$ cat src/rtl/busseq_pkg.sv
package busseq_pkg;
  localparam int ADDR_W = 20;
  localparam int DATA_W = 16;
  localparam int STAT_W = ADDR_W - DATA_W;
  localparam int BYTE_W = DATA_W / 2;

  typedef enum logic [2:0] {
    ST_IDLE, ST_T1, ST_T2, ST_T3, ST_TW, ST_T4
  } bstate_e;

  typedef struct packed {
    logic              wr;
    logic              io;
    logic              word;
    logic [ADDR_W-1:0] addr;
    logic [DATA_W-1:0] wdata;
    logic              iflag;
    logic [1:0]        seg;
  } breq_t;
endpackage

$ cat src/rtl/busseq_fsm.sv
module busseq_fsm
  import busseq_pkg::*;
(
  input  logic    clk_i,
  input  logic    rst_ni,
  input  logic    req_valid_i,
  input  breq_t   req_i,
  input  logic    ready_i,
  input  logic    hold_i,
  output bstate_e state_o,
  output breq_t   cur_o,
  output logic    req_ready_o,
  output logic    hlda_o,
  output logic    cap_o
);
  bstate_e st_q, st_d;
  breq_t   cur_q;
  logic    hlda_q;
  logic    accept;

  // hold beats a core request in the same idle cycle
  assign req_ready_o = (st_q == ST_IDLE) && !hlda_q && !hold_i;
  assign accept      = req_valid_i && req_ready_o;
  assign cap_o       = ((st_q == ST_T3) || (st_q == ST_TW)) && ready_i;

  always_comb begin
    st_d = st_q;
    case (st_q)
      ST_IDLE:      st_d = accept ? ST_T1 : ST_IDLE;
      ST_T1:        st_d = ST_T2;
      ST_T2:        st_d = ST_T3;
      ST_T3, ST_TW: st_d = ready_i ? ST_T4 : ST_TW;
      ST_T4:        st_d = ST_IDLE;
      default:      st_d = ST_IDLE;
    endcase
  end

  always_ff @(posedge clk_i or negedge rst_ni) begin
    if (!rst_ni) begin
      st_q   <= ST_IDLE;
      cur_q  <= '0;
      hlda_q <= 1'b0;
    end else begin
      st_q <= st_d;
      if (accept) cur_q <= req_i;
      hlda_q <= hlda_q ? hold_i : (hold_i && (st_q == ST_IDLE));
    end
  end

  assign state_o = st_q;
  assign cur_o   = cur_q;
  assign hlda_o  = hlda_q;

  assert_wait_inserted_R6: assert property (@(posedge clk_i) disable iff (!rst_ni)
    ((st_q == ST_T3 || st_q == ST_TW) && !ready_i) |=> (st_q == ST_TW));
  assert_grant_idle_only_R11: assert property (@(posedge clk_i) disable iff (!rst_ni)
    hlda_q |-> (st_q == ST_IDLE));
  assert_grant_follows_hold_R10: assert property (@(posedge clk_i) disable iff (!rst_ni)
    $rose(hlda_q) |-> $past(hold_i));
endmodule

$ cat src/rtl/busseq_pins.sv
module busseq_pins
  import busseq_pkg::*;
(
  input  logic              clk_i,
  input  logic              rst_ni,
  input  bstate_e           state_i,
  input  breq_t             cur_i,
  input  logic              cap_i,
  input  logic [DATA_W-1:0] ad_i,
  output logic [ADDR_W-1:0] ad_o,
  output logic              ad_oe_o,
  output logic              ale_o,
  output logic              rd_no,
  output logic              wr_no,
  output logic              io_m_o,
  output logic              dt_r_o,
  output logic              den_no,
  output logic              bhe_no,
  output logic [DATA_W-1:0] rdata_o,
  output logic              rdata_valid_o
);
  logic              busy, data_ph, strobe_ph;
  logic [ADDR_W-1:0] eff_addr;
  logic [DATA_W-1:0] lane_wdata, rdata_q;
  logic [STAT_W-1:0] status;

  assign busy      = (state_i != ST_IDLE);
  assign data_ph   = busy && (state_i != ST_T1);
  assign strobe_ph = (state_i == ST_T2) || (state_i == ST_T3) || (state_i == ST_TW);
  assign status    = {1'b0, cur_i.iflag, cur_i.seg};

  always_comb begin
    eff_addr = cur_i.addr;
    if (cur_i.word) eff_addr[0] = 1'b0;
    if (cur_i.io)   eff_addr[ADDR_W-1:DATA_W] = '0;
  end

  assign lane_wdata = cur_i.word ? cur_i.wdata
                                 : {cur_i.wdata[BYTE_W-1:0], cur_i.wdata[BYTE_W-1:0]};

  always_comb begin
    ad_o    = '0;
    ad_oe_o = 1'b0;
    if (state_i == ST_T1) begin
      ad_o    = eff_addr;
      ad_oe_o = 1'b1;
    end else if (data_ph) begin
      ad_o    = {status, cur_i.wr ? lane_wdata : {DATA_W{1'b0}}};
      ad_oe_o = cur_i.wr;
    end
  end

  assign ale_o  = (state_i == ST_T1);
  assign rd_no  = !(strobe_ph && !cur_i.wr);
  assign wr_no  = !(strobe_ph && cur_i.wr);
  assign io_m_o = busy && cur_i.io;
  assign dt_r_o = busy ? cur_i.wr : 1'b1;
  assign den_no = !data_ph;
  assign bhe_no = busy ? (!cur_i.word && !cur_i.addr[0]) : 1'b1;

  always_ff @(posedge clk_i or negedge rst_ni) begin
    if (!rst_ni) rdata_q <= '0;
    else if (cap_i && !cur_i.wr) begin
      if (cur_i.word)         rdata_q <= ad_i;
      else if (cur_i.addr[0]) rdata_q <= {{BYTE_W{1'b0}}, ad_i[DATA_W-1:BYTE_W]};
      else                    rdata_q <= {{BYTE_W{1'b0}}, ad_i[BYTE_W-1:0]};
    end
  end

  assign rdata_o       = rdata_q;
  assign rdata_valid_o = (state_i == ST_T4) && !cur_i.wr;

  assert_ale_single_R2: assert property (@(posedge clk_i) disable iff (!rst_ni)
    ale_o |=> !ale_o);
  assert_strobes_exclusive_R5: assert property (@(posedge clk_i) disable iff (!rst_ni)
    !(!rd_no && !wr_no));
  assert_rdata_after_strobe_R4: assert property (@(posedge clk_i) disable iff (!rst_ni)
    rdata_valid_o |-> $past(!rd_no));
endmodule

$ cat src/rtl/bus_cycle_seq.sv
module bus_cycle_seq
  import busseq_pkg::*;
(
  input  logic              clk_i,
  input  logic              rst_ni,
  input  logic              req_valid_i,
  input  logic              req_write_i,
  input  logic              req_io_i,
  input  logic              req_word_i,
  input  logic [ADDR_W-1:0] req_addr_i,
  input  logic [DATA_W-1:0] req_wdata_i,
  input  logic              req_iflag_i,
  input  logic [1:0]        req_seg_i,
  output logic              req_ready_o,
  output logic [DATA_W-1:0] rdata_o,
  output logic              rdata_valid_o,
  input  logic              ready_i,
  input  logic              hold_i,
  output logic              hlda_o,
  output logic              bus_oe_o,
  output logic [ADDR_W-1:0] ad_o,
  output logic              ad_oe_o,
  input  logic [DATA_W-1:0] ad_i,
  output logic              ale_o,
  output logic              rd_no,
  output logic              wr_no,
  output logic              io_m_o,
  output logic              dt_r_o,
  output logic              den_no,
  output logic              bhe_no
);
  breq_t   req, cur;
  bstate_e state;
  logic    cap;

  assign req = {req_write_i, req_io_i, req_word_i, req_addr_i,
                req_wdata_i, req_iflag_i, req_seg_i};

  busseq_fsm u_fsm (
    .clk_i, .rst_ni, .req_valid_i, .req_i(req), .ready_i, .hold_i,
    .state_o(state), .cur_o(cur), .req_ready_o, .hlda_o, .cap_o(cap)
  );

  busseq_pins u_pins (
    .clk_i, .rst_ni, .state_i(state), .cur_i(cur), .cap_i(cap), .ad_i,
    .ad_o, .ad_oe_o, .ale_o, .rd_no, .wr_no, .io_m_o, .dt_r_o, .den_no,
    .bhe_no, .rdata_o, .rdata_valid_o
  );

  assign bus_oe_o = !hlda_o;

  assert_released_on_grant_R12: assert property (@(posedge clk_i) disable iff (!rst_ni)
    hlda_o |-> (rd_no && wr_no && !ad_oe_o && !ale_o));
endmodule

$ cat config.mk
export PLATFORM = sky130hd
export DESIGN_NAME = bus_cycle_seq
export DESIGN_NICKNAME = d
export VERILOG_FILES = /design/src/rtl/busseq_pkg.sv /design/src/rtl/busseq_fsm.sv /design/src/rtl/busseq_pins.sv /design/src/rtl/bus_cycle_seq.sv
export SDC_FILE = /design/constraint.sdc
export NUM_CORES = 1
export LEC_CHECK = 0
export BUFFER_PORTS_ARGS = -buffer_cell sky130_fd_sc_hd__buf_2
export CORE_UTILIZATION = 49
export DETAILED_ROUTE_END_ITERATION = 6
export GPL_TIMING_DRIVEN = 0
export PLACE_DENSITY = 0.79
export SYNTH_ARGS = -nofsm -noshare
export SYNTH_HDL_FRONTEND = slang
export SYNTH_SLANG_ARGS = --single-unit
$ cat constraint.sdc
create_clock -name clk_i -period 2.09 [get_ports clk_i]
set_clock_uncertainty 0.05 [all_clocks]
set_input_delay 0.3135 -clock clk_i [delete_from_list [all_inputs] [get_ports clk_i]]
set_output_delay 0.3135 -clock clk_i [all_outputs]
set_load 0.005 [all_outputs]
# After elaboration in Yosys (flattened, before gate mapping)
# Index checks and enable logic that the tools add are counted.
# totals
n_memories	0
output_inout_bits	48
latchBits	0
input_bits	63
word_cells	58
ramBits	0
register_bits	62
romBits	0
# op_classes
n_div	0
add_sub_neg	0
eq_ne	6
n_bitwise	0
shift	0
magnitude_cmp	0
n_reduce_logical	26
n_mux	16
mul	0
# op_table
cell	count
$mux 16	3
$mux 20	1
$mux 19	1
$logic_and 1x1->1	12
$pmux 3 s4	1
$logic_not 1->1	8
$mux 1	8
$mux 8	1
$eq 3x2->1 const B	2
$eq 3x3->1 const B	2
$mux 4	1
$eq 3x1->1 const B	1
$logic_not 3->1	1
$logic_or 1x1->1	3
$ne 3x1->1 const B	1
$reduce_bool 3->1	1
$reduce_or 2->1	1

# Depth between registers and ports, before layout
# Gate-level depths: netlist of the first run.
# depth
ltp_word	6
mapped_depth	7
ltp_nobuf	5

# Cells and area by module
# Synthesis of the first run repeated with hierarchy kept, for this count alone.
# hier_totals
hier_cells	228
hier_area_um2	3064.2
# modules_own_cells
module	area_per_inst_um2	seq_area_each_um2	cells_per_inst	n_inst
busseq_fsm	1935.6	1151.1	108	1
busseq_pins	1124.8	400.4	119	1
bus_cycle_seq	3.8	0.0	1	1

# Worst setup path before layout of the first run
# Ideal clock, no wire load.
# synth_timing
kind	flip-flop to output port
from	register u_fsm.st_q[1] (netlist: u_fsm.state_o[1])
to	output ad_o[7]
path_buffers	2
setup_slack_ps	339
required_time_ps	1727
t_arrival_ps	1388
stages_incl_launch_ff	8
path_cell_list	dfrtp_1 -> or2_1 -> buf_4 -> inv_2 -> nand2_2 -> inv_2 -> buf_2 -> a22o_1
# synth_via
word_cells_on_any_way	6
classes_between	eq/ne (2); mux (2); reduce/logical (2)
# synth_lines
element	line_no	rtl
start, declared	busseq_fsm.sv:16	bstate_e st_q, st_d;
start signal, assigned	busseq_fsm.sv:44	st_q <= st_d;
$eq 3x1->1	n/a	
via ale_o	bus_cycle_seq.sv:24	output logic ale_o,
$mux 20	busseq_pins.sv:44	if (state_i == ST_T1) begin
end, declared	bus_cycle_seq.sv:21	output logic [ADDR_W-1:0] ad_o,
# The timed path passes the listed nets, and every way through them passes these cells.

# Worst setup path in the final report of the first run
# layout_timing
from	register u_fsm.st_q[1] (netlist: u_fsm.state_o[1])
to	output ad_o[11]
# layout_via
elab_chain_len	4
word_cells_on_any_way	6
classes_between	eq/ne (2); mux (2); reduce/logical (2)
# layout_lines
element	line_no	rtl
$ne 3x1->1 or $reduce_bool 3->1 (tied branches)	busseq_pins.sv:28, busseq_pins.sv:27	
$logic_and 1x1->1	busseq_pins.sv:28	assign data_ph = busy && (state_i != ST_T1);
$mux 19	busseq_pins.sv:47	end else if (data_ph) begin
$mux 20 *	busseq_pins.sv:44	
# Every way passes the cells marked *; elsewhere a longest branch is shown, timed or not.

==> results of run 1 <==
==> worst max-delay path by stage <==
| stage | from | to | slack, ns | cells past startpoint |
|---|---|---|---|---|
| 2_1_floorplan | u_fsm.state_o[1] | ad_o[7] | 0.34 | 7 |
| 3_3_place_gp | u_fsm.state_o[1] | ad_o[11] | 0.02 | 8 |
| 3_5_place_dp | u_fsm.state_o[1] | ad_o[12] | 0.01 | 8 |
| 4_1_cts | u_fsm.state_o[2] | ad_o[12] | -0.01 | 8 |
| 5_1_grt | u_fsm.state_o[1] | ad_o[7] | -0.04 | 8 |
| 6_report | u_fsm.state_o[1] | ad_o[11] | 0.02 | 8 |
==> kinds of logic (layout without fill, tap and decap cells) <==
group,Yosys count,count (layout),synth area share (%)
DFF,62,62,51.1
AOI/OAI and AO/OA,27,27,7.09
buffers and inverters,25,161,5.07
xor gates and xnor gates,1,1,0.289
muxes,74,74,30.8
and+or+nand+nor,28,28,5.65
==> routing by layer <==
layer | up-vias | part of all wire, %
met2 | 88 | 48
met4 | 0 | 1.2
li1 | 1034 | -
met1 | 1079 | 43
met5 | - | 0
met3 | 11 | 8.1
==> through the flow <==
step | total power [mW] | cells | setup slack [ns] | setup TNS [ns] | area [um2]
final | 6.38 | 428 | 0.0221 | 0 | 4060
after global routing | 6.79 | 428 | -0.0434 | -0.460 | 4060
after CTS | 6.21 | 422 | -0.0114 | -0.0257 | 3960
after detailed placement | 4.90 | 402 | 0.0128 | 0 | 3680
after global placement | 4.81 | 402 | 0.0212 | 0 | 3680
after floorplan | 3.94 | 217 | 0.339 | 0 | 3030
==> sequential cells by signal, indices dropped and copies added (netlist names) <==
name            count
u_pins.rdata_o     16
u_fsm.cur_o        42
u_fsm.hlda_o        1
u_fsm.state_o       3
==> worst register-to-register path: stages (launching register included) <==
cell	delay [ns]
dfrtp_2	0.40
buf_4	0.16
nor3b_2	0.30
o211a_1	0.22
buf_6	0.14
buf_8	0.16
mux2_4	0.31
==> synth_stat cells, drive strengths merged <==
cell,count
mux2i,16
nor3,2
o211a,1
or2,2
nand3,2
dfrtp,62
a21oi,1
nor4b,1
nand2,11
xnor2,1
clkbuf,1
o21a,1
o22ai,1
and2,1
nor2,3
mux2,58
and2b,1
o21ai,4
inv,13
buf,11
nor2b,1
o2bb2ai,9
nand2b,1
a22o,10
nor3b,2
and3b,1
==> report_power, final <==
part / internal (mW) / total, mW / switching [mW]
logic: 1.77 / 3.04 / 1.27
registers: 1.81 / 2.18 / 0.370
clock network: 0.699 / 1.16 / 0.464
total: 4.27 / 6.38 / 2.10
==> timing repair <==
action	4_1_cts	5_1_grt
pin swaps	1	6
endpoints found under the setup margin	22	18
gates resized for setup	10	6
cloned	0	1
setup buffers	4	5
hold buffers	0	0
==> area by class of cell <==
type                            instances  area [um2]  area share (%)
Timing Repair Buffer                  120         649            16.0
Buffer                                 12         120            2.96
Clock buffer                           10         138            3.39
Sequential cell                        62        1550            38.3
Multi-Input combinational cell        130        1360            33.5
Tap cell                               75        93.8            2.31
Inverter                               13        56.3            1.39
Clock inverter                          6        85.1            2.10
==> impl_metrics.toml, run 1 <==
[global_route]
grt_usage_pct = 21.9
groute.layer.met2.usage_pct = 36.3
grt_pass1_wl_mm = 10.4
use_met1_pct = 26.4
antenna_found_initial = 0
gr-total-overflow = 0
grt_pass1_vias = 2129
grt_most_used_layer = "met2"
grt_start_max_net_pins = 63
grtUsageMet3_pct = 6.82

[layout]
nNetsFinal = 411
final_cell_mix = "buf_2 (111), dfrtp_1 (60), mux2_4 (32)"
fillers = 442
final_common_cell = "buf_2"
fin_util_pct = 68.1
final_layout_size_suffix_gt1_share_pct = 62.0
n_antenna_cell = 0
area_growth_pct = 33.7

[logic_synthesis]
yosysSeqAreaShare_pct = 51.1
synth_top_cell_by_area = "dfrtp_1"
syn_inst = 217
synth_nets = 280
synth_area_um2 = 3030
avgSynthCellArea_um2 = 14.0
synth_top_area_share_pct = 51.1
synth_area_leaders = "dfrtp_1 (51%), mux2_4 (16%), mux2_2 (9.6%)"
synth_cell_types = 37
ys_warn_count = 0
ys_ff_latch = 62

[critical_path]
critPathArrivalTime_ns = 1.70
path_delay_family = "buffers and inverters"
reg2reg_slack_ns = 0.23
cp.buffers_inverters = 5
cp_slowest_stage_delay_ns = 0.40
slowest_stage = "dfrtp_2"
r2r.worst_path.cells = 6
critPathMaxFanout = 6
required_ns = 1.73
end_kind = "primary output"
crit_type = "reg -> out"
startpoint_type = "flip-flop"
reg2reg_from = "u_fsm.state_o[1]"
r2r-end = "u_pins.rdata_o[4]"
path_cells = "or2_1 -> buf_6 -> inv_4 -> nand2_4 -> inv_6 -> clkbuf_16 -> o2bb2ai_1 -> buf_2"

[die]
dieArea_um2 = 6510
die_w_um = 80.7
core_area_um2 = 5960
row_count = 28
die_h_um = 80.7
io_pins = 111
initial_core_util_pct = 50.9

[drt]
drc = 0
wl_per_cell_um = 16.0
drt_iter0_markers = 51
first_pass_iters = 4
drtAntennaViolNets = 0
vias_per_cell = 5.17
routed-via-count = 2212
wl_mm = 6.86

[clock_tree]
cts-root-buf = "clkbuf_8"
clkTransAtPathRegs_ns = 0.06
ctsLongestPathBuffers = 2
tritoncts = "done"
cts_num_sinks = 62
clk_latency_ns = 0.34
cts_buffers = 9
cts_max_level = 3

[sta]
slew_viol_final = 0
worst_pin_slew_ns = 0.762
slew_headroom_pct = 49.2
finalHoldViolations = 9
period_share_pct = 98.9
min_period_ns = 2.07
rsz0062_at_grt = "yes"
setup_violations = 0
max_freq_mhz = 484
holdWs_ns = -0.0140

[pwr]
powerDensity_nw_per_um2 = 1570
leakage_nw = 2.12
peakVddDrop_mv = 0.889

[outcome]
violations = "hold timing"
status = "finished, violations left"

[flow_run]
drv_cap = 0

[placed_design]
gp_congestion = 0.747
portBuffers = 110
place_hpwl_mm = 4.73

[hold_path]
hp-class = "in -> async"
Note: power is estimated with default switching activity, not from simulation.
==> run 2, diff against run 1 <==
--- a/config.mk
+++ b/config.mk
@@ -10,6 +10,8 @@
 export DETAILED_ROUTE_END_ITERATION = 6
 export GPL_TIMING_DRIVEN = 0
 export PLACE_DENSITY = 0.79
+export REMOVE_ABC_BUFFERS = 1
+export SKIP_CTS_REPAIR_TIMING = 1
 export SYNTH_ARGS = -nofsm -noshare
 export SYNTH_HDL_FRONTEND = slang
 export SYNTH_SLANG_ARGS = --single-unit
==> run 2 against run 1 <==
Against the previous run: the flow now finishes without violations; critical path depth decreased by 4; fmax increased by 0.20%; global-route usage decreased by 1.6 points; worst setup slack improved by 0.0042 ns; sequential power increased by 5%; first-iteration DRC count increased by 71%; sequential cell count unchanged; non-clock buffer count decreased by 15; power decreased by 6.1%; via count decreased by 0.54%; largest cell class unchanged.
==> impl_metrics.toml, run 2 (synthesis gave the netlist of run 1 again) <==
[outcome]
status = "completed"

[drt]
drt_iter0_markers = 87
first_pass_iters = 4
vias_per_cell = 5.28
wl_mm = 6.74
drtAntennaViolNets = 0
routed-via-count = 2200
drc = 0
wl_per_cell_um = 16.2

[critical_path]
crit_cells = 4
critPathMaxFanout = 7
cp_slowest_stage_delay_ns = 0.46
crit_type = "reg -> out"
path_delay_family = "simple AND/OR/NAND/NOR gates"
path_cells = "or2_4 -> nor3_1 -> a22o_1 -> buf_2"
r2r.worst_path.cells = 4
cp.buffers_inverters = 1
critPathArrivalTime_ns = 1.70
slowest_stage = "dfrtp_2"
startpoint_type = "flip-flop"
required_ns = 1.73
end_kind = "primary output"

[sta]
min_period_ns = 2.06
rsz0062_at_grt = "yes"
slew_viol_final = 0
worst_pin_slew_ns = 0.775
setup_violations = 0
period_share_pct = 98.7
max_freq_mhz = 485
slew_headroom_pct = 48.3
tns_ns = 0
finalHoldViolations = 0

[global_route]
grt_pass1_wl_mm = 9.84
grt_pass1_vias = 2137
antenna_found_initial = 0
grt_start_max_net_pins = 63
grt_usage_pct = 20.3
gr-total-overflow = 0

[layout]
fillers = 474
n_antenna_cell = 0
area_growth_pct = 28.8
nNetsFinal = 400
final_cell_mix = "buf_2 (109), dfrtp_1 (58), mux2_4 (32)"
seqCellArea_um2 = 1560
final_layout_size_suffix_gt1_share_pct = 62.0
largest_reg_flops = 42
multiInputGateArea_um2 = 1410
final_common_cell = "buf_2"
final_cells = 417

[placed_design]
portBuffers = 110
placed_cells = 390
gp_congestion = 0.765
place_hpwl_mm = 4.25

[clock_tree]
clkTransAtPathRegs_ns = 0.07
cts_max_level = 3
tritoncts = "done"
cts_num_sinks = 62
ctsLongestPathBuffers = 2
cts_buffers = 9
cts-root-buf = "clkbuf_8"
clk_latency_ns = 0.33

[die]
die_h_um = 80.7
row_count = 28
dieArea_um2 = 6510
core_area_um2 = 5960
io_pins = 111
die_w_um = 80.7
initial_core_util_pct = 50.9

[pwr]
leakage_nw = 2.01
peakVddDrop_mv = 0.819
powerDensity_nw_per_um2 = 1530

[flow_run]
drv_cap = 0

[hold_path]
hp-class = "in -> async"
run 2: path summary, 6_finish.rpt:
kind,end,startpoint,slack (ns)
max in group asynchronous,u_fsm.cur_o[39],rst_ni,1.43
worst min-delay path,u_pins.rdata_o[12],rst_ni,0.01
worst min register to register,u_fsm.cur_o[38],u_fsm.cur_o[38],0.45
worst max-delay path,ad_o[17],u_fsm.state_o[2],0.03
worst max register to register,u_pins.rdata_o[6],u_fsm.state_o[1],0.23
min in group clk_i,u_fsm.cur_o[23],req_addr_i[4],0.16
run 2: per-layer routing:
| layer | vias up | GRT usage (%) | wire [um] |
|---|---|---|---|
| met4 | 0 | 8.75 | 135 |
| met3 | 14 | 5.45 | 440 |
| met5 | - | 0 | 0 |
| met1 | 1080 | 25.3 | 3040 |
| met2 | 84 | 33.1 | 3120 |
| li1 | 1022 | - | - |
run 2: final cells by class:
| cell class | count | share of cell area, % |
|---|---|---|
| multi-input combinational | 133 | 36.1 |
| clock buffer | 9 | 3.17 |
| timing repair inverter | 1 | 0.224 |
| tap | 75 | 2.40 |
| sequential | 62 | 39.8 |
| inverter | 13 | 1.50 |
| clock inverter | 7 | 1.25 |
| timing repair buffer | 117 | 15.5 |
run 2: stage by stage:
stage | area (um2) | total power, mW | util [%] | hold slack (ns) | setup WS [ns]
CTS | 3750 | 5.71 | 62.9 | 0.145 | -0.316
global placement | 3570 | 4.69 | 60.0 | 0.432 | -0.111
floorplan | 2930 | 3.83 | - | -0.0321 | 0.166
detailed placement | 3570 | 4.78 | 60.0 | 0.441 | -0.161
finish | 3910 | 5.99 | 65.6 | 0.00977 | 0.0263
global route | 3910 | 6.40 | 65.6 | 0.0680 | -0.0628
run 2: power breakdown:
part | switching [mW] | internal, mW | total, mW
logic | 1.16 | 1.62 | 2.79
clock network | 0.479 | 0.431 | 0.910
registers | 0.483 | 1.81 | 2.29
==> run 3, diff against run 2 <==
--- a/config.mk
+++ b/config.mk
@@ -6,10 +6,11 @@
 export NUM_CORES = 1
 export LEC_CHECK = 0
 export BUFFER_PORTS_ARGS = -buffer_cell sky130_fd_sc_hd__buf_2
-export CORE_UTILIZATION = 49
+export CORE_UTILIZATION = 51
+export CTS_BUF_LIST = sky130_fd_sc_hd__clkbuf_2 sky130_fd_sc_hd__clkbuf_4 sky130_fd_sc_hd__clkbuf_8
 export DETAILED_ROUTE_END_ITERATION = 6
 export GPL_TIMING_DRIVEN = 0
-export PLACE_DENSITY = 0.79
+export PLACE_DENSITY = 0.82
 export REMOVE_ABC_BUFFERS = 1
 export SKIP_CTS_REPAIR_TIMING = 1
 export SYNTH_ARGS = -nofsm -noshare
==> run 3 against run 2 <==
Against the previous run: core utilization is 4.8 points higher; largest cell class unchanged; sequential power grew 2%; fmax increased by 2.0%; worst setup slack improved by 0.040 ns; global-route usage rose by 1.6 points; largest power group unchanged; register-to-register slack got worse by 0.02 ns.
==> impl_metrics.toml, run 3 (synthesis gave the netlist of run 1 again) <==
[outcome]
status = "completed"

[layout]
largest_reg_flops = 42
nNetsFinal = 402
area_growth_pct = 30.2
n_antenna_cell = 0
final_cell_mix = "buf_2 (109), dfrtp_1 (58), mux2_4 (32)"
final_layout_size_suffix_gt1_share_pct = 62.7
final_common_cell = "buf_2"

[sta]
setup_violations = 0
setup_slack_ns = 0.0664
period_share_pct = 96.8
finalHoldViolations = 0
slew_viol_final = 0
slew_headroom_pct = 47.7
holdWs_ns = 0.00701
worst_pin_slew_ns = 0.785
min_period_ns = 2.02
max_freq_mhz = 494

[drt]
vias_per_cell = 5.29
drtAntennaViolNets = 0
routed-via-count = 2196
drt_iter0_markers = 69
drc = 0
first_pass_iters = 4
wl_per_cell_um = 17.4
wl_mm = 7.24

[clock_tree]
cts_num_sinks = 62
cts_max_level = 3
cts_buffers = 9
tritoncts = "done"
cts-root-buf = "clkbuf_8"
clkTransAtPathRegs_ns = 0.06
clk_latency_ns = 0.33
ctsLongestPathBuffers = 2

[hold_path]
hp-class = "in -> async"

[critical_path]
crit_end = "ad_o[8]"
reg2reg_from = "u_fsm.state_o[1]"
r2r.worst_path.cells = 4
reg2reg_slack_ns = 0.21
critPathMaxFanout = 8
required_ns = 1.73
crit_type = "reg -> out"
end_kind = "primary output"
cp-startpoint = "u_fsm.state_o[1]"
r2r-end = "u_pins.rdata_o[7]"
critPathArrivalTime_ns = 1.66
startpoint_type = "flip-flop"

[die]
dieArea_um2 = 6260
row_count = 27
die_h_um = 79.1
io_pins = 111
initial_core_util_pct = 54.1
core_area_um2 = 5610
die_w_um = 79.1

[placed_design]
portBuffers = 110
gp_congestion = 0.708
place_hpwl_mm = 4.43
post-place-ws_ns = -0.156

[global_route]
gr-total-overflow = 0
grt_pass1_wl_mm = 10.2
grt_usage_pct = 21.9
grt_pass1_vias = 2091
grt_start_max_net_pins = 63
antenna_found_initial = 0

[pwr]
peakVddDrop_mv = 0.811
leakage_nw = 2.02
powerDensity_nw_per_um2 = 1550

[flow_run]
drv_cap = 0
[run 3: cell count changes in the layout (fill, tap and decap cells not counted), sizes merged]
| cell | delta |
|---|---|
| buf | +2 |
| clkbuf | +2 |
| clkinv | -2 |
| inv | -1 |
[run 3: power breakdown]
| part | internal, mW | switching (mW) |
|---|---|---|
| Clock | 0.481 | 0.435 |
| Sequential | 1.81 | 0.517 |
| Combinational | 1.69 | 1.20 |
| Total | 3.98 | 2.16 |
[run 3: metrics by stage]
step	area, um2	power, mW	util [%]	std cells	setup TNS (ns)
after floorplan	2930	3.83	-	205	0
after global placement	3570	4.69	63.7	387	-5.36
after detailed placement	3570	4.79	63.7	387	-7.23
after CTS	3740	5.74	66.8	402	-11.21
after global routing	3950	6.54	70.4	415	-0.00773
final	3950	6.13	70.4	415	0
[run 3: critical path, stage by stage, from the launching register on]
cell       delay, ns
dfrtp_2         0.44
or2_4           0.31
inv_4           0.11
nand2_8         0.09
inv_8           0.11
o2bb2ai_1       0.12
buf_2           0.14
[run 3: final cells by class]
| type | instances | area [um2] |
|---|---|---|
| Timing Repair Buffer | 119 | 633 |
| Clock buffer | 11 | 151 |
| Tap cell | 72 | 90.1 |
| Inverter | 13 | 58.8 |
| Fill cell | 433 | 1660 |
| Timing Repair inverter | 1 | 11.3 |
| Clock inverter | 4 | 22.5 |
| Sequential cell | 62 | 1560 |
| Multi-Input combinational cell | 133 | 1430 |
[run 3: worst min-delay path by stage]
stage,slack [ns],end,cells after the start
2_1_floorplan,-0.03,u_fsm.cur_o[0],0
3_3_place_gp,0.43,u_fsm.cur_o[38],1
3_5_place_dp,0.44,u_fsm.cur_o[38],1
4_1_cts,0.14,u_fsm.cur_o[8],2
5_1_grt,0.06,u_pins.rdata_o[12],1
6_report,0.007,u_pins.rdata_o[12],1
[run 3: metal layers]
| layer | vias to the layer above | share of wire (%) | global-route usage, % |
|---|---|---|---|
| met5 | - | 0 | 0 |
| met4 | 0 | 1.2 | 8.73 |
| met3 | 8 | 7.2 | 7.70 |
| met2 | 96 | 49 | 35.2 |
| met1 | 1072 | 43 | 26.9 |
| li1 | 1020 | - | - |
